### config.mk
export PLATFORM = sky130hd
export DESIGN_NAME = dual_req_intc
export DESIGN_NICKNAME = d
export VERILOG_FILES = /design/src/rtl/dual_req_intc.sv
export SDC_FILE = /design/constraint.sdc
export NUM_CORES = 1
export LEC_CHECK = 0
export BUFFER_PORTS_ARGS = -buffer_cell sky130_fd_sc_hd__buf_2
export CORE_ASPECT_RATIO = 1.1
export CORE_MARGIN = 8
export CORE_UTILIZATION = 35
export DETAILED_ROUTE_END_ITERATION = 8
export GPL_TIMING_DRIVEN = 0
export PLACE_DENSITY_LB_ADDON = 0.12
export RECOVER_POWER = 25
export SLEW_MARGIN = 40
export SYNTH_ARGS = -nofsm -noshare
export SYNTH_HDL_FRONTEND = slang
export SYNTH_SLANG_ARGS = --single-unit
### constraint.sdc
create_clock -name clk -period 5.35 [get_ports clk]
set_clock_uncertainty 0.2 [all_clocks]
set_input_delay 0.535 -clock clk [delete_from_list [all_inputs] [get_ports clk]]
set_output_delay 0.535 -clock clk [all_outputs]
set_load 0.005 [all_outputs]
### src/rtl/dual_req_intc.sv
module dual_req_intc #(
  parameter int NSRC = 32
) (
  input  logic            clk,
  input  logic            rst_n,
  input  logic [NSRC-1:0] irq_src_i,
  input  logic            bus_we_i,
  input  logic [3:0]      bus_addr_i,
  input  logic [NSRC-1:0] bus_wdata_i,
  output logic [NSRC-1:0] bus_rdata_o,
  output logic [NSRC-1:0] pend0_o,
  output logic [NSRC-1:0] pend1_o,
  output logic            irq0_o,
  output logic            irq1_o
);
  localparam logic [3:0] A_C0S = 4'h0, A_C0C = 4'h1, A_C1S = 4'h2, A_C1C = 4'h3;
  localparam logic [3:0] A_C2S = 4'h4, A_C2C = 4'h5, A_MKS = 4'h6, A_MKC = 4'h7;
  localparam logic [3:0] A_RTS = 4'h8, A_RTC = 4'h9, A_ENS = 4'hA, A_ENC = 4'hB;
  localparam logic [3:0] A_DET = 4'hC, A_PD0 = 4'hD, A_PD1 = 4'hE;
  localparam logic [NSRC-1:0] ZERO = '0;

  logic [NSRC-1:0] c0_q, c1_q, c2_q, mask_q, route_q, en_q, det_q, prev_q;
  logic [NSRC-1:0] m_rise, m_fall, m_hi, m_lo, edge_evt, edge_clr, active, live;

  function automatic logic [NSRC-1:0] wsel(input logic we, input logic [3:0] a,
                                           input logic [3:0] tgt, input logic [NSRC-1:0] d);
    return (we && a == tgt) ? d : '0;
  endfunction

  assign m_rise = ~c2_q & ~c1_q &  c0_q;
  assign m_fall = ~c2_q &  c1_q & ~c0_q;
  assign m_hi   =  c2_q & ~c1_q &  c0_q;
  assign m_lo   =  c2_q &  c1_q & ~c0_q;

  assign edge_evt = en_q & ((m_rise & irq_src_i & ~prev_q) | (m_fall & ~irq_src_i & prev_q));
  assign edge_clr = wsel(bus_we_i, bus_addr_i, A_DET, bus_wdata_i);

  assign active = ((m_rise | m_fall) & det_q) | (m_hi & irq_src_i) | (m_lo & ~irq_src_i);
  assign live   = active & en_q & mask_q;
  assign pend0_o = live & route_q;
  assign pend1_o = live & ~route_q;
  assign irq0_o  = |pend0_o;
  assign irq1_o  = |pend1_o;

  always_ff @(posedge clk or negedge rst_n) begin
    if (!rst_n) begin
      c0_q <= '0; c1_q <= '0; c2_q <= '0; mask_q <= '0;
      route_q <= '0; en_q <= '0; det_q <= '0; prev_q <= '0;
    end else begin
      c0_q    <= (c0_q    | wsel(bus_we_i, bus_addr_i, A_C0S, bus_wdata_i)) & ~wsel(bus_we_i, bus_addr_i, A_C0C, bus_wdata_i);
      c1_q    <= (c1_q    | wsel(bus_we_i, bus_addr_i, A_C1S, bus_wdata_i)) & ~wsel(bus_we_i, bus_addr_i, A_C1C, bus_wdata_i);
      c2_q    <= (c2_q    | wsel(bus_we_i, bus_addr_i, A_C2S, bus_wdata_i)) & ~wsel(bus_we_i, bus_addr_i, A_C2C, bus_wdata_i);
      mask_q  <= (mask_q  | wsel(bus_we_i, bus_addr_i, A_MKS, bus_wdata_i)) & ~wsel(bus_we_i, bus_addr_i, A_MKC, bus_wdata_i);
      route_q <= (route_q | wsel(bus_we_i, bus_addr_i, A_RTS, bus_wdata_i)) & ~wsel(bus_we_i, bus_addr_i, A_RTC, bus_wdata_i);
      en_q    <= (en_q    | wsel(bus_we_i, bus_addr_i, A_ENS, bus_wdata_i)) & ~wsel(bus_we_i, bus_addr_i, A_ENC, bus_wdata_i);
      det_q   <= (det_q & ~edge_clr) | edge_evt;
      prev_q  <= irq_src_i;
    end
  end

  always_comb begin
    case (bus_addr_i)
      A_C0S, A_C0C: bus_rdata_o = c0_q;
      A_C1S, A_C1C: bus_rdata_o = c1_q;
      A_C2S, A_C2C: bus_rdata_o = c2_q;
      A_MKS, A_MKC: bus_rdata_o = mask_q;
      A_RTS, A_RTC: bus_rdata_o = route_q;
      A_ENS, A_ENC: bus_rdata_o = en_q;
      A_DET:        bus_rdata_o = det_q;
      A_PD0:        bus_rdata_o = pend0_o;
      A_PD1:        bus_rdata_o = pend1_o;
      default:      bus_rdata_o = '0;
    endcase
  end

  always_comb begin
    if (rst_n) begin
      AST_PEND_DISJOINT: assert ((pend0_o & pend1_o) == ZERO);
      AST_PEND_NEEDS_MASK: assert (((pend0_o | pend1_o) & ~mask_q) == ZERO);
      AST_PEND_NEEDS_EN: assert (((pend0_o | pend1_o) & ~en_q) == ZERO);
      AST_BAD_CODE_QUIET: assert (((pend0_o | pend1_o) & ~(m_rise | m_fall | m_hi | m_lo)) == ZERO);
    end
  end

  AST_DET_STICKY: assert property (@(posedge clk) disable iff (!rst_n)
    (($past(det_q) & ~$past(edge_clr) & ~det_q) == ZERO));
  AST_EDGE_BEATS_CLR: assert property (@(posedge clk) disable iff (!rst_n)
    (($past(edge_evt) & ~det_q) == ZERO));
  AST_NO_DET_DISABLED: assert property (@(posedge clk) disable iff (!rst_n)
    ((det_q & ~$past(det_q) & ~$past(en_q)) == ZERO));
endmodule

# Word-level counts from Yosys, hierarchy flattened
# Index checks and enable logic that the tools add are counted.
dict set report totals {
  output_inout_bits 98
  in_bits 71
  elab_cells 109
  regBits 256
}
dict set report classes {
  n_eq_ne 14
  muxes 14
  reduce_logical 22
  bitwise_logic 51
}
# operator n
set ops {}
lappend ops {{$and 32x32->32} 27}
lappend ops {{$mux 32} 13}
lappend ops {{$not 32->32} 13}
lappend ops {{$or 32x32->32} 11}
lappend ops {{$pmux 32 s9} 1}
lappend ops {{$reduce_or 32->1} 2}
lappend ops {{$eq 4x4->1 const B} 7}
lappend ops {{$eq 4x3->1 const B} 4}
lappend ops {{$logic_and 1x1->1} 13}
lappend ops {{$reduce_or 2->1} 6}
lappend ops {{$eq 4x2->1 const B} 2}
lappend ops {{$eq 4x1->1 const B} 1}
lappend ops {{$logic_not 4->1} 1}

# Logic depth before layout (Yosys ltp)
# Gate-level depths: netlist of run 1.
dict set report logic_depth {
  word_depth 11
  depth_mapped 8
}

# Worst setup path before layout of run 1
# Ideal clock, no wire load.
dict set report synth_timing {
  path_type {input-to-output}
  from {in bus_addr_i[3]}
  to {out bus_rdata_o[18]}
  n_path_buf 2
  setup_slack_ps 2929
  t_arrival_ps 1686
  required_time_ps 4615
  path_stages 8
  cell_sequence {buf_4 > inv_2 > nor2_4 > clkbuf_1 > a221oi_1 > a21oi_1 > a221oi_1 > o31ai_1}
}
dict set report synth_between {
  elab_chain_cells 3
}
# element line
set synth_lines {}
lappend synth_lines {{from (decl)} 8} ;# input logic [3:0] bus_addr_i,
lappend synth_lines {{$eq 4x4->1, or another cell as far along} 62} ;# case (bus_addr_i)
lappend synth_lines {{$reduce_or 2->1} 62}
lappend synth_lines {{$pmux 32 s9 (*)} 62}
lappend synth_lines {{to (decl)} 10} ;# output logic [NSRC-1:0] bus_rdata_o,
# Every way passes the cells marked *; elsewhere a longest branch is shown, timed or not.

# Worst setup path after layout of run 1
dict set report layout_timing {
  from {in irq_src_i[10]}
  to {out irq0_o}
}
dict set report layout_between {
  elab_chain_cells 7
}
# element line
set layout_lines {}
lappend layout_lines {{from (decl)} 6} ;# input logic [NSRC-1:0] irq_src_i,
lappend layout_lines {{$and 32x32->32 / $not 32->32 (equally long branches)} 38} ;# assign active = ((m_rise | m_fall) & det_q) | (m_hi & irq_src_i) | (m_lo & ~irq_src_i);
lappend layout_lines {{$or 32x32->32 / $and 32x32->32 (equally long branches)} 38}
lappend layout_lines {{$or 32x32->32 (*)} 38}
lappend layout_lines {{$and 32x32->32 (*) (2 in series)} 39} ;# assign live = active & en_q & mask_q;
lappend layout_lines {{$and 32x32->32 (*)} 40} ;# assign pend0_o = live & route_q;
lappend layout_lines {{$reduce_or 32->1 (*)} 42} ;# assign irq0_o = |pend0_o;
lappend layout_lines {{to (decl)} 13} ;# output logic irq0_o,
# Marks and branches as above.

==> results.py, run 1 <==
metrics = {
    "status": {
        "outcome": "complete, but fails checks",
        "violations": "design-rule violations, max-capacitance violations, max-slew violations",
    },
    "clock_tree": {
        "clock-sinks": 256,
        "cts_root_buffer": "clkbuf_16",
        "insertion_delay_ps": 570,
        "cts_buffer_depth": 3,
        "path_clk_slew_ps": 60,
        "numCtsBuffers": 31,
        "ctsHtreeMaxLevel": 1,
        "cts_tree": "built",
        "cts_setup_buffers": 0,
    },
    "routing": {
        "ant_nets": 0,
        "wl_per_cell_microns": 25.8,
        "drc_errors": 2,
        "dr.first_iter.drc_count": 1582,
        "wirelength_mm": 63.7,
        "vias_per_cell": 5.96,
        "dr_total_vias": 14700,
        "first_pass_iters": 9,
    },
    "grt": {
        "grt_pass1_wl_mm": 93.3,
        "grtUsageTotal_pct": 25.7,
        "grt_pass1_vias": 14000,
        "antenna_found_initial": 0,
        "grt_max_degree": 67,
        "grt_remaining_overflow": 0,
    },
    "placement": {
        "dpl_cell_area_sq_um": 16100,
        "place.gp.congestion": 0.889,
        "io_buffers": 166,
        "placed_cells": 2377,
        "dp_slack_ps": 1710,
        "hpwlAfterDp_mm": 43.4,
    },
    "critical_path": {
        "rr_endpoint": "det_q[27]$_DFF_PN0_",
        "worstPathArrival_ps": 3540,
        "path_cells": "dlygate4sd3_1, clkbuf_1, nand2b_1, a21boi_0, o211ai_1, o2111ai_1, nor4_1, nand4_1, buf_2",
        "required_ps": 4620,
        "critPathMaxFanout": 4,
        "cp_slowest_stage_delay_ps": 690,
        "endpoint_kind": "output port",
        "cp-start-kind": "input pin",
        "slowest_stage": "nor4_1",
        "ff2ff_path_depth": 5,
        "reg2reg_from": "c0_q[27]$_DFF_PN0_",
        "path_class": "in -> out",
        "ff2ff_setup_slack_ps": 3940,
    },
    "min_path": {
        "hold_path.class": "in -> reg",
        "hold_path_end": "det_q[3]$_DFF_PN0_",
        "min_path_cells": 3,
        "min_from": "bus_wdata_i[3]",
    },
    "synth": {
        "ys_seq_area_share_pct": 44.4,
        "synth_cell_types": 61,
        "yosys_warnings": 0,
        "synth.largest_area_cell": "dfrtp_1",
        "synthTopCellsByArea": "dfrtp_1 44%, a21oi_1 16%, nand2_1 3.1%, nand2b_1 2.9%, nor2_1 2.6%",
        "synth-edff-count": 0,
        "synth_cells": 1687,
        "yosysTopAreaCellShare_pct": 44.4,
        "synth_seq_cells": 256,
        "ys.flop_type": "dfrtp_1",
        "synthArstFlopShare_pct": 100,
        "ys_top_cells_by_count": "475 x a21oi_1, 256 x dfrtp_1, 118 x nand2_1, 101 x nor2_1, 70 x o21ai_0",
        "synth_area_per_cell_sq_um": 8.56,
        "synth.cell_area_sq_um": 14400,
        "synth_most_common_cell": "a21oi_1",
        "postSynthNetCount": 1758,
    },
    "sta": {
        "hold_viol_final": 0,
        "fmax_mhz": 234,
        "maxSlewViolCount": 48,
        "fin_crit_ps": 4280,
        "fin_setup_tns_ps": 0,
        "rsz0062_at_grt": "no",
        "setup_slack_ps": 1070,
        "setup_violations": 0,
        "maxSlewHeadroom_pct": -100,
        "finalCritPeriodShare_pct": 80.0,
        "whs_ps": 71.2,
        "worst-slew-pin-transition_ps": 3000,
    },
    "final_layout": {
        "fin_nets": 1994,
        "multi_input_area_sq_um": 7310,
        "syn_to_final_growth_pct": 20.2,
        "finalInstanceArea_sq_um": 17400,
        "final_cells": 2466,
        "final_layout_size_suffix_gt1_share_pct": 14.9,
        "seqCellArea_sq_um": 6410,
        "fillers": 4161,
        "n_antenna_cell": 0,
    },
    "floorplanning": {
        "dieHeight_microns": 229,
        "core_area_sq_um": 41000,
        "num_io_pins": 169,
        "die_area_sq_um": 48000,
        "num_rows": 78,
        "fp.dieW_microns": 210,
        "initial_utilization_pct": 35.2,
    },
    "power": {
        "ir_worst_vdd_uv": 256,
        "powerDensity_nw_per_um2": 389,
        "leakagePower_nw": 7.54,
    },
    "job": {
        "drv_cap": 1,
    },
}
critical path, delay by kind of cell:
family	cells	cell delay, ps
simple gates	3	1100
buf+inv	3	920
compound gates	3	980
metal layers:
layer | part of all wire [%] | GRT usage [%] | wire length, microns | up-vias
met1 | 41 | 34.4 | 26400 | 7102
met5 | 0 | 0 | 0 | -
li1 | - | - | - | 6687
met2 | 45 | 39.9 | 28500 | 730
met4 | 4.7 | 11.7 | 3020 | 0
met3 | 9.1 | 4.82 | 5820 | 173
flip-flops by register name, summed over array words and instances (netlist names):
register,cells
prev_q,32
en_q,32
mask_q,32
det_q,32
c0_q,32
route_q,32
c1_q,32
c2_q,32
cells in the final DEF, fill, tap and decap left out, types with 29 or more instances in the layout:
cell           netlist  routed
clkbuf_16            0      31
dlygate4sd3_1        0      33
a21oi_1            475     475
buf_2               43     177
inv_1               60      60
nand2_1            118     118
nand2b_1            66      66
a32o_1              30      30
o21ai_0             70      70
nor2b_1             54      54
clkbuf_1            56      76
a221oi_1            33      33
dfrtp_1            256     256
nor2_1             101     101
and2_1              29      29
timing repair:
| item | CTS | global route |
|---|---|---|
| gates resized for setup | 0 | 0 |
| hold buffers | 33 | 0 |
| endpoints found under the hold margin | 79 | 0 |
cells by family after synthesis:
logic type / after synthesis / share of synthesized area, %
and+or+nand+nor: 475 / 17.4
AOI/OAI and AO/OA: 745 / 30.3
muxes: 39 / 2.84
buffers and inverters: 172 / 5.13
DFF: 256 / 44.4
worst max path at each step:
stage | startpoint | end | slack [ps] | cells past startpoint
CTS | irq_src_i[10] | irq0_o | 1150 | 9
global route | irq_src_i[10] | irq0_o | 980 | 9
finish | irq_src_i[10] | irq0_o | 1070 | 9
global placement | rst_n | prev_q[15]$_DFF_PN0_ | -1570 | 1
detailed placement | irq_src_i[10] | irq0_o | 1710 | 8
floorplan | bus_addr_i[3] | bus_rdata_o[18] | 2930 | 8
where the power goes:
group	total, mW	leakage [nW]	switching, mW	internal (mW)
logic	1.64	3.93	0.898	0.738
clock network	2.09	0.502	0.875	1.22
registers	3.02	3.11	0.611	2.41
cell type report:
cell class | instances | share of cell area [%]
clock inverters | 16 | 0.764
plain buffers | 111 | 3.08
flip-flops and latches | 256 | 36.9
repair buffers | 203 | 7.09
well taps | 520 | 3.75
clock buffers | 40 | 4.95
multi-input cells | 1259 | 42.1
inverters | 61 | 1.32
stage by stage:
step                power [mW]  utilization, %
floorplan                 3.94               -
global placement          4.58            38.8
detailed placement        4.64            39.2
CTS                       6.76            42.5
global route              7.13            42.3
finish                    6.75            42.3
No activity file was read; power rests on OpenSTA's default activity.
==> inputs of run 2 (changes only) <==
Clock period 5.35 ns to 4.5 ns, I/O delays scaled along.
==> results.py, run 2 (same netlist as run 1, synthesis figures left out) <==
metrics = {
    "final_layout": {
        "fillers": 4146,
        "fin_nets": 2017,
        "final_common_cell": "a21oi_1",
        "final_layout_size_suffix_gt1_share_pct": 14.7,
        "final_cells": 2489,
        "mostFrequentLayoutCells": "475 x a21oi_1, 256 x dfrtp_1, 177 x buf_2",
        "syn_to_final_growth_pct": 21.8,
        "finalInstanceArea_sq_um": 17600,
        "n_antenna_cell": 0,
        "seqCellArea_sq_um": 6410,
        "multi_input_area_sq_um": 7310,
    },
    "routing": {
        "vias_per_cell": 5.97,
        "dr.first_iter.drc_count": 1592,
        "met3_length_mm": 5.70,
        "top_layer": "met4",
        "wl_met1_mm": 26.5,
        "wl_met2_mm": 28.6,
        "drc_errors": 0,
        "ant_nets": 0,
        "dr_total_vias": 14900,
        "wirelength_mm": 63.8,
        "first_pass_iters": 5,
        "wl_per_cell_microns": 25.6,
    },
    "power": {
        "powerDensity_nw_per_um2": 458,
        "ir_worst_vdd_uv": 304,
        "leakagePower_nw": 7.64,
    },
    "critical_path": {
        "cp_slowest_stage_delay_ps": 680,
        "reg2reg_from": "c1_q[4]$_DFF_PN0_",
        "cp_top_family": "simple AND/OR/NAND/NOR gates",
        "worstPathArrival_ps": 3450,
        "crit_start": "irq_src_i[10]",
        "crit_buf_inv": 3,
        "endpoint_kind": "output port",
        "critPathMaxFanout": 4,
        "required_ps": 3850,
        "slowest_stage": "nor4_1",
        "cp-start-kind": "input pin",
        "path_cells": "dlygate4sd3_1, clkbuf_1, nand2b_1, a21boi_0, o211ai_1, o2111ai_1, nor4_1, nand4_1, buf_2",
        "path_class": "in -> out",
    },
    "placement": {
        "io_buffers": 166,
        "placed_cells": 2377,
        "dpl_cell_area_sq_um": 16100,
        "place.gp.congestion": 0.889,
        "hpwlAfterDp_mm": 43.4,
    },
    "floorplanning": {
        "die_area_sq_um": 48000,
        "dieHeight_microns": 229,
        "num_io_pins": 169,
        "core_area_sq_um": 41000,
        "num_rows": 78,
        "fp.dieW_microns": 210,
        "initial_utilization_pct": 35.2,
    },
    "grt": {
        "grt_pass1_wl_mm": 93.8,
        "grtUsageTotal_pct": 25.8,
        "grt_remaining_overflow": 0,
        "grt_max_degree": 67,
        "antenna_found_initial": 0,
        "grt_pass1_vias": 14100,
    },
    "status": {
        "outcome": "complete, but fails checks",
        "violations": "max-capacitance violations, max-slew violations",
    },
    "clock_tree": {
        "numCtsBuffers": 31,
        "cts_buffer_depth": 3,
        "path_clk_slew_ps": 60,
        "cts_tree": "built",
        "insertion_delay_ps": 570,
        "ctsHtreeMaxLevel": 1,
        "cts_resized": 0,
        "holdBufCountCts": 56,
        "cts_root_buffer": "clkbuf_16",
        "clock-sinks": 256,
        "cts_setup_buffers": 0,
    },
    "sta": {
        "rsz0062_at_grt": "no",
        "finalCritPeriodShare_pct": 91.0,
        "fin_crit_ps": 4100,
        "maxSlewViolCount": 48,
        "fmax_mhz": 244,
        "setup_violations": 0,
        "fin_setup_tns_ps": 0,
        "hold_viol_final": 0,
        "maxSlewHeadroom_pct": -101,
        "worst-slew-pin-transition_ps": 3010,
    },
    "min_path": {
        "min_from": "bus_wdata_i[17]",
        "hold_path.class": "in -> reg",
    },
    "job": {
        "drv_cap": 1,
    },
}
[run 2: power by group]
part / switching (mW) / leakage [nW] / internal, mW
registers: 0.726 / 3.11 / 2.87
clock network: 1.04 / 0.502 / 1.45
logic: 1.07 / 4.02 / 0.890
[run 2: layout make-up]
class                      count  share of cell area (%)
clock inverter                16                   0.754
multi-input combinational   1259                    41.6
sequential                   256                    36.4
clock buffer                  40                    4.89
inverter                      61                    1.30
tap                          520                    3.70
timing repair buffer         226                    8.30
buffer                       111                    3.04
[run 2: through the flow]
stage,hold slack (ps),setup WS (ps),utilization [%],total power [mW]
3_5_place_dp,194,1030,39.2,5.51
5_1_grt,15.8,301,42.9,8.49
6_report,18.5,404,42.9,8.05
3_3_place_gp,296,-2330,38.8,5.44
4_1_cts,0.491,473,43.0,8.06
2_1_floorplan,-45.6,2250,-,4.68
[run 2: path summary, 6_finish.rpt]
kind                                  endpoint  slack, ps  depth (start not counted)
hold / removal              c0_q[17]$_DFF_PN0_         20                          3
setup reg to reg            det_q[4]$_DFF_PN0_       3090                          5
hold reg to reg            det_q[27]$_DFF_PN0_        320                          1
max in group asynchronous   c1_q[15]$_DFF_PN0_       1180                          4
setup / recovery                        irq0_o        400                          9
min in group asynchronous   c0_q[28]$_DFF_PN0_       1210                          2
[run 2: metal layers]
| metal | vias up | GRT usage, % |
|---|---|---|
| met4 | 0 | 11.7 |
| met3 | 162 | 4.81 |
| met5 | - | 0 |
| li1 | 6724 | - |
| met1 | 7210 | 34.5 |
| met2 | 760 | 40.0 |
[run 2: worst register-to-register path: cells and delay by family, from the launching register on]
family	cells	cell delay [ps]
simple gates	3	570
compound gates	2	160
flops	1	410
